--- config.mk ---
export PLATFORM = sky130hd
export DESIGN_NAME = tick_timer_bank
export DESIGN_NICKNAME = d
export VERILOG_FILES = /design/src/rtl/tmr_pkg.sv /design/src/rtl/tmr_addr_decode.sv /design/src/rtl/tmr_channel.sv /design/src/rtl/tmr_read_port.sv /design/src/rtl/tick_timer_bank.sv
export SDC_FILE = /design/constraint.sdc
export NUM_CORES = 1
export LEC_CHECK = 0
export ABC_AREA = 1
export BUFFER_PORTS_ARGS = -buffer_cell sky130_fd_sc_hd__buf_4
export CAP_MARGIN = 10
export CORE_ASPECT_RATIO = 0.6
export CORE_MARGIN = 5
export CORE_UTILIZATION = 40
export DETAILED_ROUTE_END_ITERATION = 12
export PLACE_DENSITY = 0.59
export SYNTH_ARGS = -nofsm -noshare
export SYNTH_HDL_FRONTEND = slang
export SYNTH_SLANG_ARGS = --single-unit
--- constraint.sdc ---
create_clock -name clk -period 3.1 [get_ports clk]
set_input_delay 0 -clock clk [delete_from_list [all_inputs] [get_ports clk]]
set_output_delay 0 -clock clk [all_outputs]
set_load 0.1 [all_outputs]
--- src/rtl/tmr_pkg.sv ---
// Package: shared types, control bit positions and helpers for the timer bank.
// Assumes a 32-bit register word.
package tmr_pkg;

    // Kind of register access, taken from address bits [3:2]
    typedef enum logic [1:0] {
        OP_WRITE = 2'd0,
        OP_SET   = 2'd1,
        OP_CLR   = 2'd2,
        OP_NONE  = 2'd3
    } wr_op_e;

    // Control bit positions that software decodes
    localparam int CTL_RELOAD = 6;
    localparam int CTL_UPDATE = 7;
    localparam int CTL_IE     = 14;
    localparam int CTL_FLAG   = 15;

    localparam logic [3:0]  SEL_ALWAYS   = 4'hF;
    localparam logic [3:0]  SEL_SRC_BASE = 4'h8;
    localparam logic [31:0] VERSION_WORD = 32'h0200_0000;

    // Stored control fields of one channel
    typedef struct packed {
        logic       flag;
        logic       ie;
        logic       update;
        logic       reload;
        logic [3:0] sel;
    } chan_ctl_t;

    // Applies a write, set or clear access to a register word
    function automatic logic [31:0] apply_op(wr_op_e op, logic [31:0] cur, logic [31:0] wd);
        case (op)
            OP_WRITE: return wd;
            OP_SET:   return cur | wd;
            OP_CLR:   return cur & ~wd;
            default:  return cur;
        endcase
    endfunction

    // Places the control fields at their bus bit positions
    function automatic logic [31:0] pack_ctl(chan_ctl_t c);
        logic [31:0] w;
        w = '0;
        w[CTL_FLAG]   = c.flag;
        w[CTL_IE]     = c.ie;
        w[CTL_UPDATE] = c.update;
        w[CTL_RELOAD] = c.reload;
        w[3:0]        = c.sel;
        return w;
    endfunction

    // Pulls the control fields out of a bus word
    function automatic chan_ctl_t unpack_ctl(logic [31:0] w);
        chan_ctl_t c;
        c.flag   = w[CTL_FLAG];
        c.ie     = w[CTL_IE];
        c.update = w[CTL_UPDATE];
        c.reload = w[CTL_RELOAD];
        c.sel    = w[3:0];
        return c;
    endfunction

endpackage

--- src/rtl/tmr_addr_decode.sv ---
// Address decoder: turns the bus address into register hits and an access kind.
// Assumes word-aligned accesses. Bits [1:0] are ignored, bits [3:2] pick the
// alias, and the rest name the register. Channel n sits at 0x20 + n*0x40.
module tmr_addr_decode
    import tmr_pkg::*;
#(
    parameter int NUM_CH = 2,
    parameter int ADDR_W = 12
) (
    input  logic [ADDR_W-1:0] addr,
    input  logic              wr,
    output wr_op_e            op,
    output logic              blk_hit,
    output logic              ver_hit,
    output logic [NUM_CH-1:0] ctl_hit,
    output logic [NUM_CH-1:0] live_hit,
    output logic [NUM_CH-1:0] per_hit
);

    localparam logic [ADDR_W-1:0] BLK_ADDR = ADDR_W'(32'h000);
    localparam logic [ADDR_W-1:0] VER_ADDR = ADDR_W'(32'h120);

    logic [ADDR_W-1:0] base;
    logic              unused_lsb;

    assign base       = {addr[ADDR_W-1:4], 4'h0};
    assign unused_lsb = ^addr[1:0];

    // Maps the alias field to an access kind when a write is present
    always_comb begin
        op = OP_NONE;
        if (wr) begin
            case (addr[3:2])
                2'd0:    op = OP_WRITE;
                2'd1:    op = OP_SET;
                2'd2:    op = OP_CLR;
                default: op = OP_NONE;
            endcase
        end
    end

    assign blk_hit = (base == BLK_ADDR);
    assign ver_hit = (base == VER_ADDR);

    // One address compare per channel register
    for (genvar n = 0; n < NUM_CH; n++) begin : g_ch
        assign ctl_hit[n]  = (base == ADDR_W'(32'h20 + n * 32'h40));
        assign live_hit[n] = (base == ADDR_W'(32'h30 + n * 32'h40));
        assign per_hit[n]  = (base == ADDR_W'(32'h40 + n * 32'h40));
    end

endmodule

--- src/rtl/tmr_channel.sv ---
// One timer channel: control fields, period register and live down-counter.
// Assumes the decoder has already resolved its hits and the access kind.
// A soft reset holds every register at zero.
module tmr_channel
    import tmr_pkg::*;
#(
    parameter int NUM_SRC = 4,
    parameter int CNT_W   = 32
) (
    input  logic               clk,
    input  logic               rst_n,
    input  logic               soft_rst,
    input  logic [NUM_SRC-1:0] tick_src,
    input  wr_op_e             op,
    input  logic               ctl_hit,
    input  logic               per_hit,
    input  logic [31:0]        wdata,
    output logic [31:0]        ctl_word,
    output logic [CNT_W-1:0]   live_cnt,
    output logic [CNT_W-1:0]   period_cnt,
    output logic               irq,
    output logic               tick_o,
    output logic               load_o
);

    localparam logic [CNT_W-1:0] CNT_ONE = CNT_W'(1);

    chan_ctl_t        ctl_q, ctl_after;
    logic [CNT_W-1:0] live_q, per_q, per_next, live_next;
    logic             ctl_wr, per_wr, tick, load, expire;
    logic [31:0]      per_word;

    assign ctl_wr   = ctl_hit && (op != OP_NONE);
    assign per_wr   = per_hit && (op != OP_NONE);
    assign per_word = apply_op(op, 32'(per_q), wdata);

    // Picks the tick enable named by the select field
    always_comb begin
        tick = 1'b0;
        if (ctl_q.sel == SEL_ALWAYS) begin
            tick = 1'b1;
        end else begin
            for (int k = 0; k < NUM_SRC; k++) begin
                if (ctl_q.sel == SEL_SRC_BASE + 4'(k)) tick = tick_src[k];
            end
        end
    end

    // Computes the next control fields and the next period value
    always_comb begin
        ctl_after = ctl_wr ? unpack_ctl(apply_op(op, pack_ctl(ctl_q), wdata)) : ctl_q;
        per_next  = per_wr ? per_word[CNT_W-1:0] : per_q;
    end

    assign load   = per_wr && ctl_q.update;
    assign expire = tick && !load && (live_q == CNT_ONE);

    // Next live count: an immediate load wins, then reload at the end or decrement
    always_comb begin
        live_next = live_q;
        if (load) begin
            live_next = per_next;
        end else if (tick) begin
            if (live_q == CNT_ONE || live_q == '0) begin
                live_next = ctl_q.reload ? per_q : '0;
            end else begin
                live_next = live_q - CNT_ONE;
            end
        end
    end

    // Register update with synchronous and soft reset
    always_ff @(posedge clk) begin
        if (!rst_n || soft_rst) begin
            ctl_q  <= '0;
            per_q  <= '0;
            live_q <= '0;
        end else begin
            ctl_q      <= ctl_after;
            ctl_q.flag <= ctl_after.flag | expire;
            per_q      <= per_next;
            live_q     <= live_next;
        end
    end

    assign ctl_word   = pack_ctl(ctl_q);
    assign live_cnt   = live_q;
    assign period_cnt = per_q;
    assign irq        = ctl_q.flag & ctl_q.ie;
    assign tick_o     = tick;
    assign load_o     = load;

endmodule

--- src/rtl/tmr_read_port.sv ---
// Read port: selects the addressed register and registers it on a read strobe.
// Assumes at most one hit at a time and reads that ignore the alias bits.
module tmr_read_port
    import tmr_pkg::*;
#(
    parameter int NUM_CH = 2
) (
    input  logic                    clk,
    input  logic                    rst_n,
    input  logic                    rd,
    input  logic                    blk_hit,
    input  logic                    ver_hit,
    input  logic [NUM_CH-1:0]       ctl_hit,
    input  logic [NUM_CH-1:0]       live_hit,
    input  logic [NUM_CH-1:0]       per_hit,
    input  logic                    blk_rst,
    input  logic [NUM_CH-1:0][31:0] ctl_words,
    input  logic [NUM_CH-1:0][31:0] live_words,
    input  logic [NUM_CH-1:0][31:0] per_words,
    output logic [31:0]             rdata
);

    logic [31:0] rd_mux;

    // Selects the word for the current address
    always_comb begin
        rd_mux = '0;
        if (blk_hit) rd_mux = {blk_rst, 31'b0};
        if (ver_hit) rd_mux = VERSION_WORD;
        for (int n = 0; n < NUM_CH; n++) begin
            if (ctl_hit[n])  rd_mux = ctl_words[n];
            if (live_hit[n]) rd_mux = live_words[n];
            if (per_hit[n])  rd_mux = per_words[n];
        end
    end

    // Captures the selected word when a read is requested
    always_ff @(posedge clk) begin
        if (!rst_n)  rdata <= '0;
        else if (rd) rdata <= rd_mux;
    end

endmodule

--- src/rtl/tick_timer_bank.sv ---
// Timer bank top: decoder, block soft-reset register, NUM_CH channels, read port.
// Assumes NUM_CH is between 1 and 4, so that no channel lands on the version
// word, and NUM_SRC is 7 or fewer, so that every source gets a select code.
module tick_timer_bank
    import tmr_pkg::*;
#(
    parameter int NUM_CH  = 2,
    parameter int NUM_SRC = 4,
    parameter int ADDR_W  = 12
) (
    input  logic               clk,
    input  logic               rst_n,
    input  logic [ADDR_W-1:0]  bus_addr,
    input  logic               bus_wr,
    input  logic               bus_rd,
    input  logic [31:0]        bus_wdata,
    output logic [31:0]        bus_rdata,
    input  logic [NUM_SRC-1:0] tick_src,
    output logic [NUM_CH-1:0]  irq
);

    wr_op_e                  op;
    logic                    blk_hit, ver_hit, blk_rst;
    logic [NUM_CH-1:0]       ctl_hit, live_hit, per_hit;
    logic [NUM_CH-1:0]       ch_tick, ch_load, ch_ctl_wr;
    logic [NUM_CH-1:0][31:0] ctl_words, live_words, per_words;
    logic [31:0]             blk_next;

    tmr_addr_decode #(.NUM_CH(NUM_CH), .ADDR_W(ADDR_W)) u_dec (
        .addr     (bus_addr),
        .wr       (bus_wr),
        .op       (op),
        .blk_hit  (blk_hit),
        .ver_hit  (ver_hit),
        .ctl_hit  (ctl_hit),
        .live_hit (live_hit),
        .per_hit  (per_hit)
    );

    assign blk_next = apply_op(op, {blk_rst, 31'b0}, bus_wdata);

    // Holds the soft-reset bit of the block control register
    always_ff @(posedge clk) begin
        if (!rst_n)                       blk_rst <= 1'b0;
        else if (blk_hit && op != OP_NONE) blk_rst <= blk_next[31];
    end

    // One channel instance per configured channel
    for (genvar n = 0; n < NUM_CH; n++) begin : g_chan
        tmr_channel #(.NUM_SRC(NUM_SRC), .CNT_W(32)) u_ch (
            .clk        (clk),
            .rst_n      (rst_n),
            .soft_rst   (blk_rst),
            .tick_src   (tick_src),
            .op         (op),
            .ctl_hit    (ctl_hit[n]),
            .per_hit    (per_hit[n]),
            .wdata      (bus_wdata),
            .ctl_word   (ctl_words[n]),
            .live_cnt   (live_words[n]),
            .period_cnt (per_words[n]),
            .irq        (irq[n]),
            .tick_o     (ch_tick[n]),
            .load_o     (ch_load[n])
        );
        assign ch_ctl_wr[n] = ctl_hit[n] && (op != OP_NONE);
    end

    tmr_read_port #(.NUM_CH(NUM_CH)) u_rd (
        .clk        (clk),
        .rst_n      (rst_n),
        .rd         (bus_rd),
        .blk_hit    (blk_hit),
        .ver_hit    (ver_hit),
        .ctl_hit    (ctl_hit),
        .live_hit   (live_hit),
        .per_hit    (per_hit),
        .blk_rst    (blk_rst),
        .ctl_words  (ctl_words),
        .live_words (live_words),
        .per_words  (per_words),
        .rdata      (bus_rdata)
    );

endmodule

======== Word-level counts from Yosys, hierarchy flattened ========
Index checks and enable logic that the tools add are counted.
cells by class
  add/sub/neg operators ................... 2
  reduce and logical (&&, ||, !) cells .... 28
  equality and inequality tests ........... 24
  bitwise logic cells ..................... 15
  mux-type cells .......................... 37
operators with widths
  kind                     count
  $mux W32                 18
  $pmux W32 S3             3
  $and A32 B32 Y32         3
  $or A32 B32 Y32          3
  $pmux W16 S3             2
  $eq A32 B1 Y1 const B    2
  $logic_not A32 Y1        2
  $sub A32 B1 Y32 const B  2
  $eq A4 B4 Y1 const B     10
  $and A16 B16 Y16         2
  $not A32 Y32             1
  $or A16 B16 Y16          2
  $eq A8 B3 Y1 const B     3
  $eq A8 B2 Y1 const B     2
  $mux W8                  2
  $logic_not A12 Y1        1
  $logic_and A1 B1 Y1      11
  $mux W1                  10
  $eq A8 B4 Y1 const B     1
  $eq A8 B5 Y1 const B     1
  $pmux W2 S3              1
  $reduce_and A2 Y1        3
  $eq A2 B1 Y1 const B     2
  $eq A2 B2 Y1 const B     2
  other kinds (9)          17
storage, ports and cells
  register bits ........................... 177

======== Longest topological paths before layout ========
Gate-level depths: netlist of the first run.
  depth in word-level cells ............... 10
  mapped depth ............................ 13

======== Modules after synthesis ========
Synthesis of the first run repeated with hierarchy kept, for this count alone.
second synthesis, totals
  cell total of the unflattened synthesis .. 2374
  area, all modules ....................... 13653.1 um^2
modules (own cells, without submodules)
  module           area each (um^2)  cells each  times used  sequential area each (um^2)
  tmr_channel      5225.0            879         2           1441.4
  tmr_read_port    2999.1            570         1           640.6
  tmr_addr_decode  141.4             35          1           0.0
  tick_timer_bank  62.6              11          1           20.0

======== Worst setup path before layout of the first run ========
Ideal clock, no wire load.
  path kind ............................... reg2reg
  start ................................... reg g_chan[1].u_ch.live_q[0]
  end ..................................... reg g_chan[1].u_ch.live_q[2]
  setup time .............................. 0.118 ns
  arrival ................................. 1.670 ns
  stages on the path, launching flop included .. 12
  data required time ...................... 2.982 ns
  clock period less this slack ............ 1.788 ns
  slack ................................... 1.312 ns
  cells stage by stage .................... dfxtp_1 > inv_1 > ha_1 > nand2_2 > nor2_4 > nand2_1 > nor2_1 > nor2_1 > buf_2 > buf_6 > a21oi_1 > a21oi_1
on the way
  longest elaborated chain between the ends .. 5
  elaborated cells on any way between the ends .. 7
RTL lines
  item                                                     line               RTL
  from (decl)                                              tmr_channel.sv:29  logic [CNT_W-1:0] live_q, per_q, per_next, live_next;
  from (signal assigned)                                   tmr_channel.sv:82  live_q <= live_next;
  branches (longest 2 deep; another with $sub A32 B1 Y32)  -
  $mux W32 *                                               tmr_channel.sv:64  if (live_q == CNT_ONE || live_q == '0) begin
  $mux W32 *                                               tmr_channel.sv:63  end else if (tick) begin
  $mux W32 *                                               tmr_channel.sv:61  if (load) begin
Every way passes the cells marked *. The select of a mux whose other input is x is not followed.
A chain may end at the register's enable or synchronous reset.

======== Worst setup path in the final report of the first run ========
  start ................................... reg g_chan[1].u_ch.live_q[0]
  end ..................................... reg g_chan[1].u_ch.live_q[29]
The elaborated chain is that of the path after synthesis.

==> summary.txt, run 1 <==
Status -> complete, no violations
Drt pass-1 iters -> 5
Initial antenna violation count -> 0
Crit path max fanout -> 16
Synth top cells by count -> nand2_1 (604), nor2_1 (254), nand3_1 (195), a21oi_1 (182), dfxtp_1 (177)
Setup CP Type -> flop to flop
Residual DRC -> 0
Synth Register Bits -> 177
Die height -> 142.8 microns
Yosys cell types -> 33
Crit path capture type -> flop
Worst Tran Pin Value -> 0.9811 ns
Fin. Hold Viols -> 0
GR Overflow Total -> 0
N_diodes -> 0
Maximum vdd drop -> 0.3849 mV
Via count -> 13.64k
Crit path time final -> 2.440 ns
Die Width -> 231.4 microns
CTS root buf -> clkbuf_16
Setup TNS -> 0 ns
Avg Cell Area, Syn -> 5.900 sq um
Post-synth top flop -> dfxtp_1
Ys Warns -> 0
Async set-reset flop share out of synthesis -> 0
Final HPWL DP -> 38.00 mm
Top Ports -> 86
PortBufs -> 83
Final worst setup slack -> 0.6596 ns
Post-synth EDFFs -> 0
Starting Density -> 0.4073
Dpl cell area -> 12720 sq um
Largest net degree at the start of global routing -> 53
Crit share post-route -> 0.7872
Worst slack at placement -> 0.7269 ns
Most common cell in the netlist -> nand2_1
Final instance area -> 13660 sq um
Core area -> 28890 sq um
Max-cap violations -> 0
Worst rel slew slack -> 0.3452
Area of the die -> 33060 sq um
R2r setup slk -> 0.66 ns
Post-synthesis sequential area ratio -> 0.3012
Site Rows -> 48
Vias per std cell -> 5.492
Final net count -> 2127
Top cell type by total area after synthesis -> dfxtp_1
CTS tree -> built
Clock Pin Slew Worst Setup and Hold Paths -> 0.08 ns
Clock buffer count from CTS -> 17
Later-pin clock latency in the skew report -> 0.47 ns
First-pass GRT wire length -> 73.55 mm
Hold Path Class -> primary input to flop
WL per Instance -> 19.87 microns
RSZ-0062 raised after global routing -> no
Cells after Synth -> 1994
Total chip power -> 4895 uW
Mapped Nets -> 2050
Setup violators final -> 0
All-layer global routing usage -> 0.2914
Highest Clock Rate -> 409.8 MHz
Fin. max-slew vios -> 0
Post-cts resize count -> 0
Hold WS -> 0.01695 ns
DR iter-0 viols -> 1641
Wirelength, routed -> 49.36 mm
Post-Syn Area -> 11770 sq um
Vias in the first global route -> 12.26k
Synth area leaders -> dfxtp_1 (30%), nand2_1 (19%), nand3_1 (8.3%)
Share of cells above drive strength 1 -> 0.1094
Worst setup SP type -> flop
CTS Buffer Depth -> 2
Post-route antenna net violation count -> 0
H-Tree Depth -> 4
Area grow syn2layout -> 16.11%
Synth top area share -> 0.3012
Worst Path Arrival -> 2.82 ns
Placer Congestion -> 0.9278
CTS sink count -> 177
PD cells -> 358.3 nW/um^2
Worst endpoint required time -> 3.48 ns
Leakage -> 0.006382 uW
Clock skew -> 0.01625 ns
==> registers in the layout (all words and copies together), names as in the netlist <==
| register | flops |
|---|---|
| u_rd.rdata | 32 |
| blk_rst | 1 |
| g_chan.u_ch.period_cnt | 64 |
| g_chan.u_ch.live_cnt | 64 |
| g_chan.u_ch.ctl_word | 16 |
==> metrics by stage <==
stage,std cells,util
3_3_place_gp,2417,0.4403
4_1_cts,2484,0.4729
3_5_place_dp,2417,0.4403
6_report,2484,0.4729
5_1_grt,2484,0.4729
2_1_floorplan,1994,-
==> what timing repair did <==
item | in CTS | in global routing
endpoints found under the setup margin | 0 | 0
hold buffers | 35 | 0
hold endpoints to repair | 87 | 0
setup buffers | 0 | 0
==> per-layer routing <==
layer	GRT usage	wire, microns	vias to the layer above
met4	0.05281	630	0
li1	-	-	6609
met5	0	0	-
met3	0.05743	4362	44
met1	0.4424	23980	6415
met2	0.4314	20380	574
==> final timing paths <==
check                                   from                             to  cells past startpoint
hold reg to reg                u_rd.rdata[4]                  u_rd.rdata[4]                      2
setup / recovery  g_chan[1].u_ch.live_cnt[0]    g_chan[1].u_ch.live_cnt[29]                     10
setup reg to reg  g_chan[1].u_ch.live_cnt[0]    g_chan[1].u_ch.live_cnt[29]                     10
hold / removal                   bus_addr[3]  g_chan[0].u_ch.period_cnt[17]                      5
==> layout by cell type (no fill, tap or decap), types with 12 or more instances in the layout <==
cell           synthesis  layout
a21oi_1              182     182
buf_4                  4     116
clkbuf_16              0      17
dfxtp_1              177     177
dlygate4sd3_1          0      35
inv_1                161     161
inv_2                 13      12
nand2_1              604     604
nand2_2               13      13
nand3_1              195     195
nand4_1               22      22
nor2_1               254     251
nor2_2                11      14
nor2_4                12      12
o21ai_0              157     157
o21ai_1               18      18
o21ai_2               19      19
xor2_1                30      30
==> logic make-up (layout without fill, tap and decap cells) <==
family          count (synthesis)  in the layout  synth area share
xor+xnor                       32             32           0.02382
compound gates                390            390            0.1764
fa+ha+maj                       4              4          0.004254
buf+inv                       270            360           0.09540
flops                         177            177            0.3012
simple gates                 1121           1121            0.3989
==> critical path: stages, from the launching register on <==
cell and delay [ns]:
dfxtp_1 0.33, inv_1 0.12, ha_1 0.35, nand2_2 0.16
nor2_4 0.23, nand2_1 0.14, a21oi_4 0.54, nand3_1 0.14
nand2_1 0.10, nand2_1 0.05, a21oi_1 0.15
==> power by group <==
part	leakage, uW	switching [uW]	internal [uW]
Combinational	0.00467	227	111
Clock	0.000284	1130	1150
Sequential	0.00142	1.22	2270
Total	0.00638	1360	3530
==> cell type report <==
| type | count | area (sq um) |
|---|---|---|
| Fill cell | 3124 | 15230 |
| Timing Repair Buffer | 153 | 1261 |
| Clock buffer | 17 | 425.4 |
| Tap cell | 400 | 500.5 |
| Clock inverter | 15 | 165.2 |
| Inverter | 175 | 658.1 |
| Sequential cell | 177 | 3543 |
| Multi-Input combinational cell | 1547 | 7107 |
No activity file was read; power rests on OpenSTA's default activity.
==> run 2, diff against run 1 <==
- PLACE_DENSITY: 0.59 -> 0.61
- clock period: 3.1 -> 2 ns (I/O delays scaled with it)
==> summary.txt, run 2 (synthesis results as in run 1) <==
Initial antenna violation count -> 0 (unchanged)
Top Ports -> 86 (unchanged)
Post-route antenna net violation count -> 0 (unchanged)
Final net count -> 2220 (was 2127)
Met3 WL -> 5.536 mm (was 4.362 mm)
Crit path time final -> 1.984 ns (was 2.440 ns)
Status -> complete, no violations (unchanged)
CTS root buf -> clkbuf_16 (unchanged)
R2R depth -> 9 (was 10)
Most common cell after layout, fill and taps aside -> nand2_1 (unchanged)
Area of the die -> 33060 sq um (unchanged)
First-pass GRT wire length -> 74.15 mm (was 73.55 mm)
Fin util -> 0.5038 (was 0.4729)
Fin. max-slew vios -> 0 (unchanged)
Placer Congestion -> 0.9914 (was 0.9278)
Final instance area -> 14550 sq um (was 13660 sq um)
Clock skew -> 0.01237 ns (was 0.01625 ns)
Setup TNS -> 0 ns (unchanged)
Max-cap violations -> 0 (unchanged)
Largest net degree at the start of global routing -> 36 (was 53)
Residual DRC -> 0 (unchanged)
Vias in the first global route -> 12.85k (was 12.26k)
GR Overflow Total -> 0 (unchanged)
Crit path capture type -> flop (unchanged)
Highest Clock Rate -> 504.1 MHz (was 409.8 MHz)
CTS Buffer Depth -> 2 (unchanged)
Met2 wire len -> 19.45 mm (was 20.38 mm)
Worst Tran Pin Value -> 0.6589 ns (was 0.9811 ns)
Die height -> 142.8 microns (unchanged)
Setup CP Type -> flop to flop (unchanged)
PD cells -> 526.0 nW/um^2 (was 358.3 nW/um^2)
DR top layer -> met4 (unchanged)
Die Width -> 231.4 microns (unchanged)
Via count -> 14.10k (was 13.64k)
RSZ-0062 raised after global routing -> yes (was no)
Later-pin clock latency in the skew report -> 0.46 ns (was 0.47 ns)
Hold path depth -> 5 (unchanged)
Dpl cell area -> 13500 sq um (was 12720 sq um)
Leakage -> 0.006896 uW (was 0.006382 uW)
Starting Density -> 0.4073 (unchanged)
Worst hold start -> bus_addr[3] (unchanged)
Sequential Power Share -> 0.460 (was 0.464)
Reg-to-Reg End -> g_chan[0].u_ch.live_cnt[17] (was g_chan[1].u_ch.live_cnt[29])
Wirelength, routed -> 49.44 mm (was 49.36 mm)
Drt pass-1 iters -> 8 (was 5)
Highest-count cells in the layout ignoring fill and taps -> nand2_1 (602), nor2_1 (236), buf_4 (201), nand3_1 (195), a21oi_1 (181) (was nand2_1 (604), nor2_1 (251), nand3_1 (195), a21oi_1 (182), dfxtp_1 (177))
WL per Instance -> 19.18 microns (was 19.87 microns)
CTS sink count -> 177 (unchanged)
Setup violators final -> 0 (unchanged)
Clock power share -> 0.469 (was 0.466)
CTS tree -> built (unchanged)
Switching Share -> 0.2610 (was 0.2786)
WL met1 -> 23.58 mm (was 23.98 mm)
Worst Path Arrival -> 2.39 ns (was 2.82 ns)
P_int -> 5657 uW (was 3531 uW)
FF-to-FF Start -> g_chan[0].u_ch.live_cnt[12] (was g_chan[1].u_ch.live_cnt[0])
PortBufs -> 83 (unchanged)
Fin. Hold Viols -> 0 (unchanged)
Share of cells above drive strength 1 -> 0.1571 (was 0.1094)
Crit path max fanout -> 3 (was 16)
DR iter-0 viols -> 1831 (was 1641)
Core area -> 28890 sq um (unchanged)
H-Tree Depth -> 4 (unchanged)
Hold-critical path endpoint -> g_chan[0].u_ch.period_cnt[17] (unchanged)
Combinational share of power -> 0.071 (was 0.069)
Clock buffer count from CTS -> 17 (unchanged)
Maximum vdd drop -> 0.6323 mV (was 0.3849 mV)
Total chip power -> 7655 uW (was 4895 uW)
Worst setup SP type -> flop (unchanged)
Worst rel slew slack -> 0.5608 (was 0.3452)
Final HPWL DP -> 38.69 mm (was 38.00 mm)
All-layer global routing usage -> 0.2911 (was 0.2914)
Hold WS -> 0.02484 ns (was 0.01695 ns)
Net load switching power -> 1998 uW (was 1364 uW)
Crit share post-route -> 0.9919 (was 0.7872)
Vias per std cell -> 5.473 (was 5.492)
Site Rows -> 48 (unchanged)
Worst endpoint required time -> 2.40 ns (was 3.48 ns)
R2r setup slk -> 0.02 ns (was 0.66 ns)
Area grow syn2layout -> 23.69% (was 16.11%)
Hold Path Class -> primary input to flop (unchanged)
N_diodes -> 0 (unchanged)
Clock Pin Slew Worst Setup and Hold Paths -> 0.08 ns (about the same)
-- run 2: cell types whose count changed in the layout (fill, tap and decap cells not counted), sizes merged --
cell,change
buf,+93
clkinvlp,-1
dlygate4sd3,-1
bufinv,+1
clkbuf,+3
inv,-3
nor2,+1
-- run 2: per-stage QoR --
stage | instances | worst slack [ns]
final | 2577 | 0.01611
after global routing | 2577 | -0.008917
after CTS | 2573 | 0.01345
after detailed placement | 2507 | 0.05617
after global placement | 2507 | 0.1282
after floorplan | 1994 | 0.2122
-- run 2: final cells by class --
class,count,area [sq um]
Clock buffer,20,456.7
Clock inverter,12,146.4
Fill cell,3021,14340
Inverter,175,658.1
Multi-Input combinational cell,1548,7197
Sequential cell,177,3545
Tap cell,400,500.5
Timing Repair Buffer,245,2049
-- run 2: worst max-delay path, stage by stage, from the launching register on --
cell and delay (ns):
dfxtp_1 0.33, buf_4 0.14, nor2_1 0.25, nand2_1 0.14, nor2_1 0.41, nand2_1 0.19, xor2_1 0.17, o21ai_0 0.15
nor2_1 0.07, nor2_1 0.08
-- run 2: worst max-delay path by stage --
stage | startpoint | to | slack, ns | depth (start not counted)
floorplan | g_chan[1].u_ch.live_cnt[0] | g_chan[1].u_ch.live_cnt[2] | 0.21 | 11
finish | g_chan[0].u_ch.live_cnt[12] | g_chan[0].u_ch.live_cnt[17] | 0.02 | 9
detailed placement | g_chan[0].u_ch.live_cnt[19] | g_chan[0].u_ch.live_cnt[1] | 0.06 | 11
global placement | g_chan[0].u_ch.live_cnt[16] | g_chan[0].u_ch.live_cnt[1] | 0.13 | 12
global route | g_chan[1].u_ch.live_cnt[10] | g_chan[1].u_ch.live_cnt[11] | -0.009 | 11
CTS | g_chan[0].u_ch.live_cnt[16] | g_chan[0].u_ch.live_cnt[1] | 0.01 | 12
-- run 2: repair_timing --
action	in CTS	in global routing
hold endpoints to repair	81	0
setup buffers	0	3
setup endpoints to repair	0	58
resized for setup	0	28
hold buffers	34	0
-- run 2: routing by layer --
| layer | track usage | vias up |
|---|---|---|
| met5 | 0 | - |
| met4 | 0.06563 | 0 |
| met3 | 0.06737 | 50 |
| met2 | 0.4022 | 698 |
| met1 | 0.4535 | 6583 |
| li1 | - | 6772 |
-- run 2: power groups by stage --
stage / clock (uW) / combinational (uW) / sequential, uW
2_1_floorplan: 0 / 220 / 3610
3_3_place_gp: 0 / 466 / 3610
3_5_place_dp: 0 / 471 / 3610
4_1_cts: 3610 / 524 / 3520
5_1_grt: 3770 / 576 / 3520
6_report: 3590 / 541 / 3520
